--- src/rtl/obc_pkg.sv ---
`timescale 1ns/1ps
package obc_pkg;
    localparam int SEL_W = 3;

    typedef enum logic [1:0] {
        ST_IDLE,
        ST_COLLECT,
        ST_LATCH,
        ST_DONE
    } est_state_t;

    // code to log2 of a window dimension; codes above 4 select the largest size
    function automatic logic [SEL_W-1:0] sel_to_log2(input logic [SEL_W-1:0] sel);
        return (sel > 3'd4) ? 3'd4 : sel;
    endfunction
endpackage

--- src/rtl/obc_window_track.sv ---
`timescale 1ns/1ps
module obc_window_track
    import obc_pkg::*;
#(
    parameter int POS_W    = 12,
    parameter int MAX_LOG2 = 4
) (
    input  logic             clk,
    input  logic             rst_n,
    input  logic             pix_valid,
    input  logic             pix_sol,
    input  logic             pix_sof,
    input  logic [POS_W-1:0] win_start,
    input  logic [SEL_W-1:0] len_log2,
    input  logic [SEL_W-1:0] lines_log2,
    output logic             in_win,
    output logic             win_last
);
    localparam int LINE_W = MAX_LOG2 + 1;

    logic [POS_W-1:0]  col_nxt_q;
    logic [POS_W-1:0]  col_cur;
    logic [LINE_W-1:0] line_q;
    logic [LINE_W-1:0] line_cur;
    logic [POS_W:0]    win_end;
    logic [LINE_W:0]   n_lines;
    logic              in_col;
    logic              in_line;

    always_comb begin
        col_cur = pix_sol ? '0 : col_nxt_q;
        if (pix_sof)
            line_cur = '0;
        else if (pix_sol && (line_q != '1))
            line_cur = line_q + 1'b1;
        else
            line_cur = line_q;
        win_end  = {1'b0, win_start} + ((POS_W+1)'(1) << len_log2);
        n_lines  = (LINE_W+1)'(1) << lines_log2;
        in_col   = ({1'b0, col_cur} >= {1'b0, win_start}) && ({1'b0, col_cur} < win_end);
        in_line  = {1'b0, line_cur} < n_lines;
        in_win   = pix_valid && in_col && in_line;
        win_last = in_win && (({1'b0, col_cur} + 1'b1) == win_end)
                          && (({1'b0, line_cur} + 1'b1) == n_lines);
    end

    always_ff @(posedge clk or negedge rst_n) begin
        if (!rst_n) begin
            col_nxt_q <= '0;
            line_q    <= '0;
        end else if (pix_valid) begin
            col_nxt_q <= (col_cur == '1) ? col_cur : col_cur + 1'b1;
            line_q    <= line_cur;
        end
    end
endmodule

--- src/rtl/obc_estimator.sv ---
`timescale 1ns/1ps
module obc_estimator
    import obc_pkg::*;
#(
    parameter int PIX_W     = 12,
    parameter int GAIN_W    = 8,
    parameter int GAIN_FRAC = 4,
    parameter int MAX_LOG2  = 4
) (
    input  logic              clk,
    input  logic              rst_n,
    input  logic              pix_valid,
    input  logic              pix_sof,
    input  logic [PIX_W-1:0]  pix_data,
    input  logic              in_win,
    input  logic              win_last,
    input  logic [SEL_W:0]    shift_total,
    input  logic [GAIN_W-1:0] gain,
    output logic [PIX_W-1:0]  clamp_val,
    output est_state_t        state
);
    localparam int ACC_W  = PIX_W + 2 * MAX_LOG2;
    localparam int PROD_W = PIX_W + GAIN_W;

    est_state_t        state_nxt;
    logic              sof_v;
    logic              collecting;
    logic [ACC_W-1:0]  acc_q;
    logic [ACC_W-1:0]  acc_base;
    logic [ACC_W-1:0]  avg_full;
    logic [PROD_W-1:0] prod;
    logic [PROD_W-1:0] scaled;
    logic [PIX_W-1:0]  scaled_sat;

    always_comb begin
        sof_v     = pix_valid && pix_sof;
        state_nxt = state;
        if (sof_v) begin
            state_nxt = win_last ? ST_LATCH : ST_COLLECT;
        end else begin
            unique case (state)
                ST_IDLE:    state_nxt = ST_IDLE;
                ST_COLLECT: state_nxt = win_last ? ST_LATCH : ST_COLLECT;
                ST_LATCH:   state_nxt = ST_DONE;
                ST_DONE:    state_nxt = ST_DONE;
                default:    state_nxt = ST_IDLE;
            endcase
        end
    end

    always_ff @(posedge clk or negedge rst_n) begin
        if (!rst_n) state <= ST_IDLE;
        else        state <= state_nxt;
    end

    // average by shift, gain multiply, saturation to pixel width
    always_comb begin
        collecting = sof_v || (state == ST_COLLECT);
        acc_base   = sof_v ? '0 : acc_q;
        avg_full   = acc_q >> shift_total;
        prod       = PROD_W'(avg_full[PIX_W-1:0]) * PROD_W'(gain);
        scaled     = prod >> GAIN_FRAC;
        scaled_sat = (|scaled[PROD_W-1:PIX_W]) ? '1 : scaled[PIX_W-1:0];
    end

    always_ff @(posedge clk or negedge rst_n) begin
        if (!rst_n) begin
            acc_q     <= '0;
            clamp_val <= '0;
        end else begin
            if (collecting)
                acc_q <= acc_base + (in_win ? ACC_W'(pix_data) : '0);
            if (state == ST_LATCH)
                clamp_val <= scaled_sat;
        end
    end
endmodule

--- src/rtl/obc_output_stage.sv ---
`timescale 1ns/1ps
module obc_output_stage #(
    parameter int PIX_W = 12
) (
    input  logic             clk,
    input  logic             rst_n,
    input  logic             pix_valid,
    input  logic [PIX_W-1:0] pix_data,
    input  logic             raw_mode,
    input  logic [PIX_W-1:0] clamp_val,
    output logic             out_valid,
    output logic [PIX_W-1:0] out_data
);
    logic [PIX_W:0]   diff;
    logic [PIX_W-1:0] res;

    always_comb begin
        diff = {1'b0, pix_data} - {1'b0, clamp_val};
        if (!raw_mode)
            res = pix_data;
        else if (diff[PIX_W])
            res = '0;
        else
            res = diff[PIX_W-1:0];
    end

    always_ff @(posedge clk or negedge rst_n) begin
        if (!rst_n) begin
            out_valid <= 1'b0;
            out_data  <= '0;
        end else begin
            out_valid <= pix_valid;
            out_data  <= res;
        end
    end
endmodule

--- src/rtl/obc_clamp.sv ---
`timescale 1ns/1ps
module obc_clamp
    import obc_pkg::*;
#(
    parameter int PIX_W     = 12,
    parameter int POS_W     = 12,
    parameter int GAIN_W    = 8,
    parameter int GAIN_FRAC = 4,
    parameter int MAX_LOG2  = 4
) (
    input  logic              clk,
    input  logic              rst_n,
    input  logic              pix_valid,
    input  logic              pix_sol,
    input  logic              pix_sof,
    input  logic [PIX_W-1:0]  pix_data,
    input  logic              raw_mode,
    input  logic [POS_W-1:0]  win_start,
    input  logic [2:0]        samp_len_sel,
    input  logic [2:0]        samp_lines_sel,
    input  logic [GAIN_W-1:0] gain,
    output logic              out_valid,
    output logic [PIX_W-1:0]  out_data,
    output logic [PIX_W-1:0]  clamp_val
);
    logic [SEL_W-1:0] len_log2;
    logic [SEL_W-1:0] lines_log2;
    logic [SEL_W:0]   shift_total;
    logic             in_win;
    logic             win_last;
    est_state_t       est_state;

    always_comb begin
        len_log2    = sel_to_log2(samp_len_sel);
        lines_log2  = sel_to_log2(samp_lines_sel);
        shift_total = {1'b0, len_log2} + {1'b0, lines_log2};
    end

    obc_window_track #(.POS_W(POS_W), .MAX_LOG2(MAX_LOG2)) u_track (
        .clk        (clk),
        .rst_n      (rst_n),
        .pix_valid  (pix_valid),
        .pix_sol    (pix_sol),
        .pix_sof    (pix_sof),
        .win_start  (win_start),
        .len_log2   (len_log2),
        .lines_log2 (lines_log2),
        .in_win     (in_win),
        .win_last   (win_last)
    );

    obc_estimator #(
        .PIX_W(PIX_W), .GAIN_W(GAIN_W), .GAIN_FRAC(GAIN_FRAC), .MAX_LOG2(MAX_LOG2)
    ) u_est (
        .clk         (clk),
        .rst_n       (rst_n),
        .pix_valid   (pix_valid),
        .pix_sof     (pix_sof),
        .pix_data    (pix_data),
        .in_win      (in_win),
        .win_last    (win_last),
        .shift_total (shift_total),
        .gain        (gain),
        .clamp_val   (clamp_val),
        .state       (est_state)
    );

    obc_output_stage #(.PIX_W(PIX_W)) u_out (
        .clk       (clk),
        .rst_n     (rst_n),
        .pix_valid (pix_valid),
        .pix_data  (pix_data),
        .raw_mode  (raw_mode),
        .clamp_val (clamp_val),
        .out_valid (out_valid),
        .out_data  (out_data)
    );
endmodule

--- config.mk ---
export PLATFORM = sky130hd
export DESIGN_NAME = obc_clamp
export DESIGN_NICKNAME = d
export VERILOG_FILES = /design/src/rtl/obc_pkg.sv /design/src/rtl/obc_window_track.sv /design/src/rtl/obc_estimator.sv /design/src/rtl/obc_output_stage.sv /design/src/rtl/obc_clamp.sv
export SDC_FILE = /design/constraint.sdc
export NUM_CORES = 1
export LEC_CHECK = 0
export ABC_AREA = 1
export CORE_UTILIZATION = 44
export DETAILED_ROUTE_END_ITERATION = 10
export GPL_ROUTABILITY_DRIVEN = 0
export SETUP_SLACK_MARGIN = 0.5
export SYNTH_ARGS = -nofsm -noshare
export SYNTH_HDL_FRONTEND = slang
export SYNTH_SLANG_ARGS = --single-unit
--- constraint.sdc ---
create_clock -name clk -period 5.9 [get_ports clk]
set_input_delay 0.59 -clock clk [delete_from_list [all_inputs] [get_ports clk]]
set_output_delay 0.59 -clock clk [all_outputs]
set_load 0.01 [all_outputs]
# == Word-level counts from Yosys, hierarchy flattened ==
# Cells that the tools add are included.
# classes
n_mux,14
n_reduce_logical,11
n_eq_ne,7
order_cmp,5
n_mul,1
add_sub_neg,8
shifts,3
# ops
cell,n
12-bit two-way mux,6
20-bit adder,1
12-bit by 8-bit multiplier with 20-bit output,1
20-bit two-way mux,1
20-bit by 4-bit >> shifter with 12-bit output,1
12-bit by 1-bit adder with 13-bit output (second input constant),1
12-bit by 13-bit adder with 13-bit output,1
13-bit equality test,1
12-bit by 13-bit less-than comparator with 1-bit output,1
1-bit by 3-bit left shift with 13-bit output (first input constant),1
12-bit by 12-bit subtractor with 13-bit output,1
12-bit by 1-bit adder with 12-bit output (second input constant),1
12-bit equality test (second input constant),1
12-bit greater-or-equal comparator,1
5-bit two-way mux,2
1-bit logical AND,7
5-bit by 1-bit adder with 6-bit output (second input constant),1
6-bit equality test,1
3-bit greater-than comparator (second input constant),2
5-bit by 6-bit less-than comparator with 1-bit output,1
3-bit two-way mux,2
2-bit case mux with 3 select lines,1
1-bit by 3-bit left shift with 6-bit output (first input constant),1
5-bit by 1-bit adder with 5-bit output (second input constant),1
9 further kinds,11
# totals
output_inout_bits,25
regBits,64
wordCells,56
inputBits,44

# == Depth between registers and ports, before layout ==
# logic_depth
ltp_word,13
ltp_mapped,38

# == Modules after synthesis ==
# Synthesis repeated with hierarchy kept, for this count alone.
# hier_totals
hier_cells,1567
area_unflattened_um2,10326.2
# modules_own_cells
mod,seq_area_each_um2,instances,area_each_um2,cells_per_inst
obc_estimator,850.8,1,5855.6,830
obc_window_track,425.4,1,3108.0,520
obc_output_stage,325.3,1,1221.2,194
obc_clamp,0.0,1,141.4,23

# == Worst setup path after synthesis ==
# OpenSTA, ideal clock, no wires.
# synth_path
path_kind,input-to-reg
from,input samp_lines_sel[0]
to,register u_est.clamp_val[10]
t_required_ns,5.782
setup_slack_ns,-0.693
cell_stages,37
t_arrival_ns,6.475
path_buffers,4
setup_ns,0.118
cell_sequence,inv_1 nor2_1 ha_1 fa_1 buf_4 inv_2 buf_6 clkbuf_1 nor2_1 a31oi_1 nand2_1 o21ai_0 inv_1 nand2_1 nand2_1 inv_1 nand2_1 fa_1 fa_1 inv_1 fa_1 inv_1 fa_1 inv_1 ha_1 a21o_1 a21oi_1 o21ai_1 nand3_1 nand2_1 xor2_1 nand2_1 nor2_2 nand3_2 buf_6 nor2_2 nor2_2
# synth_via
elab_chain_len,7
# synth_rtl
element,line,rtl
start: declaration,obc_clamp.sv:20,"input logic [2:0] samp_lines_sel,"
3-bit greater-than comparator,obc_pkg.sv:14,return (sel > 3'd4) ? 3'd4 : sel;
3-bit two-way mux (*),obc_pkg.sv:14,
3-bit by 3-bit adder with 4-bit output (*),obc_clamp.sv:36,"shift_total = {1'b0, len_log2} + {1'b0, lines_log2};"
20-bit by 4-bit >> shifter with 12-bit output (*),obc_estimator.sv:60,avg_full = acc_q >> shift_total;
12-bit by 8-bit multiplier with 20-bit output (*),obc_estimator.sv:61,prod = PROD_W'(avg_full[PIX_W-1:0]) * PROD_W'(gain);
4-bit OR reduction,obc_estimator.sv:63,scaled_sat = (|scaled[PROD_W-1:PIX_W]) ? '1 : scaled[PIX_W-1:0];
12-bit two-way mux (*),obc_estimator.sv:63,
end signal: assignment,obc_estimator.sv:74,clamp_val <= scaled_sat;
end: declaration,obc_estimator.sv:19,"output logic [PIX_W-1:0] clamp_val,"
# Mark *: on every way between the ends. The rest lies on a longest branch, timed or not.
# A chain may end at the register's enable or synchronous reset.

# == Worst setup path after layout ==
# layout_path
from,input samp_len_sel[0]
to,register u_est.clamp_val[1]
# layout_via
elab_chain_len,7
# layout_rtl
element,line,rtl
start: declaration,obc_clamp.sv:19,"input logic [2:0] samp_len_sel,"
3-bit greater-than comparator,obc_pkg.sv:14,
3-bit two-way mux (*),obc_pkg.sv:14,
3-bit by 3-bit adder with 4-bit output (*),obc_clamp.sv:36,
20-bit by 4-bit >> shifter with 12-bit output (*),obc_estimator.sv:60,
12-bit by 8-bit multiplier with 20-bit output (*),obc_estimator.sv:61,
4-bit OR reduction,obc_estimator.sv:63,
12-bit two-way mux (*),obc_estimator.sv:63,
# Marks and branches as above.

==> impl_metrics.csv <==
group,metric,value,unit
worst_setup_path,regToRegStartpoint,"u_est.acc_q[16]",
layout,final_common_cell,"sky130_fd_sc_hd__nand2_1",
floorplanning,placement_rows,53,
clocking,clock_sinks,64,
routing,route.met3.wl,1300,µm
worst_setup_path,critical_path_s_top_delay_family,"adder cells",
logic_synthesis,synth_enable_flop_cells,0,
sta,final_period_minus_worst_setup_slack,6.19,ns
clocking,max-clock-path-buffers,2,
sta,fin_crit_sh,105,%
clocking,clockRootBuffer,"sky130_fd_sc_hd__clkbuf_16",
worst_setup_path,crit_required,6.14,ns
place,dp_hpwl,21800,µm
sta,timing.final.hold_violations,0,
clocking,inserted_clock_buffers,9,
routing,drtIter0Drc,438,
logic_synthesis,yosys.area.top_type,"sky130_fd_sc_hd__dfrtp_1",
pwr,power_density_over_the_cells,444,nW/µm²
worst_setup_path,worstSetupEndpointType,"flip-flop",
worst_setup_path,cp.buffers_inverters,8,
logic_synthesis,postSynthRegisterBits,64,
sta,grt_setup_unrepaired,"yes",
layout,most-common-layout-cells,"254 x sky130_fd_sc_hd__nand2_1, 231 x sky130_fd_sc_hd__inv_1, 204 x sky130_fd_sc_hd__buf_4",
place,placement.io_buffers,68,
layout,n_antenna_cell,0,
worst_setup_path,worst-path-max-fanout,6,
worst_setup_path,crit-reg2reg-capture,"u_est.clamp_val[1]",
clocking,tritoncts_clock_tree,"done",
sta,achievable-frequency,162,MHz
layout,syn_to_final_growth,37.1,%
logic_synthesis,synthesis.area,9640,µm²
grt,vias_in_the_first_global_route,9268,
floorplanning,dieWidth,150,µm
sta,slew-limit-headroom,45.8,%
pwr,vdd.ir_drop.worst,0.535,mV
layout,finalCoreUtilization,62.1,%
worst_hold_path,hold_path_class,"input pin to async pin",
routing,vias_after_detailed_routing,9707,
pwr,total_power,0.00587,W
logic_synthesis,synthesis.instances,1391,
grt,overall_track_demand_over_capacity_in_global_routing,25.4,%
logic_synthesis,avgSynthCellArea,6.93,µm²
logic_synthesis,yosys_warnings,0,
floorplanning,count_of_boundary_i_o_pins,69,
worst_setup_path,r2r_setup_slk,0.52,ns
floorplanning,core_region_area,21300,µm²
grt,grt_first_pass_wirelength,45500,µm
floorplanning,fp.dieH,150,µm
pwr,power.leakage,6.68,nW
sta,worst_slew_pin_slew,0.814,ns
grt,antenna_violations_before_repair,0,
worst_setup_path,critPathLaunch,"samp_len_sel[0]",
run_status,violations_in_the_final_reports,"setup timing",
floorplanning,start_util,45.3,%
worst_setup_path,timing.setup.critical_path_class,"input pin to flip-flop",
worst_setup_path,setup.worst_path.start_class,"input pin",
logic_synthesis,postSynth.asyncResetShare,100,%
logic_synthesis,netlist.area_leader.share,16.6,%
clocking,worst_setup_hold_path_clk_slew,0.06,ns
sta,report.final.slew_viol_count,0,
logic_synthesis,postSynth.topFlopCell,"sky130_fd_sc_hd__dfrtp_1",
worst_setup_path,total_number_of_cells_along_the_worst_setup_path,31,
layout,finish.instance_area,13200,µm²
routing,drt-wirelength-per-cell,14.1,µm
place,detailedPlace.worstSlack,-1.27,ns
sta,skew,0.00824,ns
logic_synthesis,ys_seq_area_share,16.6,%
routing,post-route-drc-count,0,
worst_setup_path,cp-endpoint,"u_est.clamp_val[1]",
floorplanning,die-area,22500,µm²
sta,timing.final.setup_violations,12,
logic_synthesis,synth.lib_cells_used.distinct,47,
routing,top_layer_used,"met4",
routing,drtAntennaViolNets,0,
worst_setup_path,r2r.worst_path.cells,25,
logic_synthesis,synth.area.top_cells,"sky130_fd_sc_hd__dfrtp_1 17%, sky130_fd_sc_hd__ha_1 14%, sky130_fd_sc_hd__fa_1 13%, sky130_fd_sc_hd__nand2_1 11%, sky130_fd_sc_hd__inv_1 9.9%",
clocking,cts_max_level,3,
worst_setup_path,cpMaxStageDelayCell,"sky130_fd_sc_hd__fa_2",
routing,firstDrtPassIters,5,
routing,wl_met1,14500,µm
grt,gr-total-overflow,0,
run_status,run_status,"finished, violations left",
routing,drt_wl_total,27300,µm
clocking,clk-insertion-delay-late,0.34,ns
grt,grt_max_degree,65,
layout,finish.net_count,1874,
sta,setup_slack,-0.285,ns
routing,met2RoutedLength,11200,µm
worst_setup_path,critical_path_arrival,6.42,ns
worst_setup_path,cpPeakStageDelay,0.65,ns
place,postPlaceCellArea,12100,µm²
routing,drt-vias-per-instance,5.00,
clocking,cts_hold_repair_buffers,0,
layout,fraction_of_final_layout_cells_with_drive_strength_greater_than_1,27.0,%
run,max_cap_viol_count,0,
==> what timing repair did <==
action,CTS,global route
buffers inserted,23,22
gates cloned,2,0
endpoints found under the setup margin,25,25
resized for setup,104,69
endpoints found under the hold margin,0,0
pin swaps,34,44
==> Yosys cell counts (8+ instances only) <==
master,n
sky130_fd_sc_hd__o22ai_1,13
sky130_fd_sc_hd__inv_1,255
sky130_fd_sc_hd__nand3_2,14
sky130_fd_sc_hd__dfrtp_1,64
sky130_fd_sc_hd__ha_1,105
sky130_fd_sc_hd__nand4_1,13
sky130_fd_sc_hd__a21oi_1,58
sky130_fd_sc_hd__xnor2_1,16
sky130_fd_sc_hd__clkbuf_1,14
sky130_fd_sc_hd__nor3_1,15
sky130_fd_sc_hd__fa_1,64
sky130_fd_sc_hd__nand2_1,280
sky130_fd_sc_hd__nor2_2,24
sky130_fd_sc_hd__nand2_2,13
sky130_fd_sc_hd__xor2_1,34
sky130_fd_sc_hd__a31oi_1,8
sky130_fd_sc_hd__nor2_1,166
sky130_fd_sc_hd__o21ai_0,75
sky130_fd_sc_hd__nand3_1,87
==> kinds of logic after synthesis <==
group	Yosys count	synth area share (%)
flops	64	16.6
other cells	1	0.0389
simple gates	634	29.4
fa+ha+maj	169	26.9
buf+inv	286	11.7
xor+xnor	50	4.54
compound gates	187	10.8
==> power by group <==
part,internal [W],switching [W]
clock network,0.000286,0.000216
registers,0.000470,0.0000273
logic,0.00237,0.00250
total,0.00313,0.00275
==> metrics by stage <==
stage / std cells / hold slack, ns / TNS, ns
after floorplan: 1393 / 0.294 / -1.34
after global placement: 1878 / 0.476 / -16.13
after detailed placement: 1878 / 0.485 / -16.17
after CTS: 1919 / 0.460 / -2.10
after global routing: 1941 / 0.493 / -6.33
final: 1941 / 0.413 / -3.18
==> metal layers <==
layer,up-vias,track usage (%)
met5,-,0
met4,0,4.39
met3,27,4.15
met2,201,36.3
met1,4524,39.7
li1,4955,-
==> registers in the layout, indices dropped and copies added (netlist names) <==
signal	count
u_track.line_q	5
u_out.out_data	12
u_est.acc_q	20
u_out.out_valid	1
u_est.state	2
u_est.clamp_val	12
u_track.col_nxt_q	12
==> cell type report <==
| class | count | area [µm²] |
|---|---|---|
| inverter | 260 | 996 |
| multi-input combinational | 1043 | 7650 |
| fill | 1925 | 8060 |
| timing repair buffer | 282 | 2350 |
| tap | 275 | 344 |
| timing repair inverter | 1 | 7.51 |
| clock inverter | 6 | 45.0 |
| clock buffer | 10 | 229 |
| sequential | 64 | 1600 |
==> worst min path at each step <==
stage / startpoint / end / slack (ns) / cells past startpoint
final: rst_n / u_est.clamp_val[0] / 0.41 / 2
after global routing: rst_n / u_est.clamp_val[0] / 0.49 / 2
after CTS: rst_n / u_out.out_data[2] / 0.46 / 2
after detailed placement: u_track.col_nxt_q[1] / u_track.col_nxt_q[1] / 0.49 / 2
after global placement: u_track.col_nxt_q[1] / u_track.col_nxt_q[1] / 0.48 / 2
after floorplan: rst_n / u_est.acc_q[0] / 0.29 / 0
Note: power is estimated with default switching activity, not from simulation.
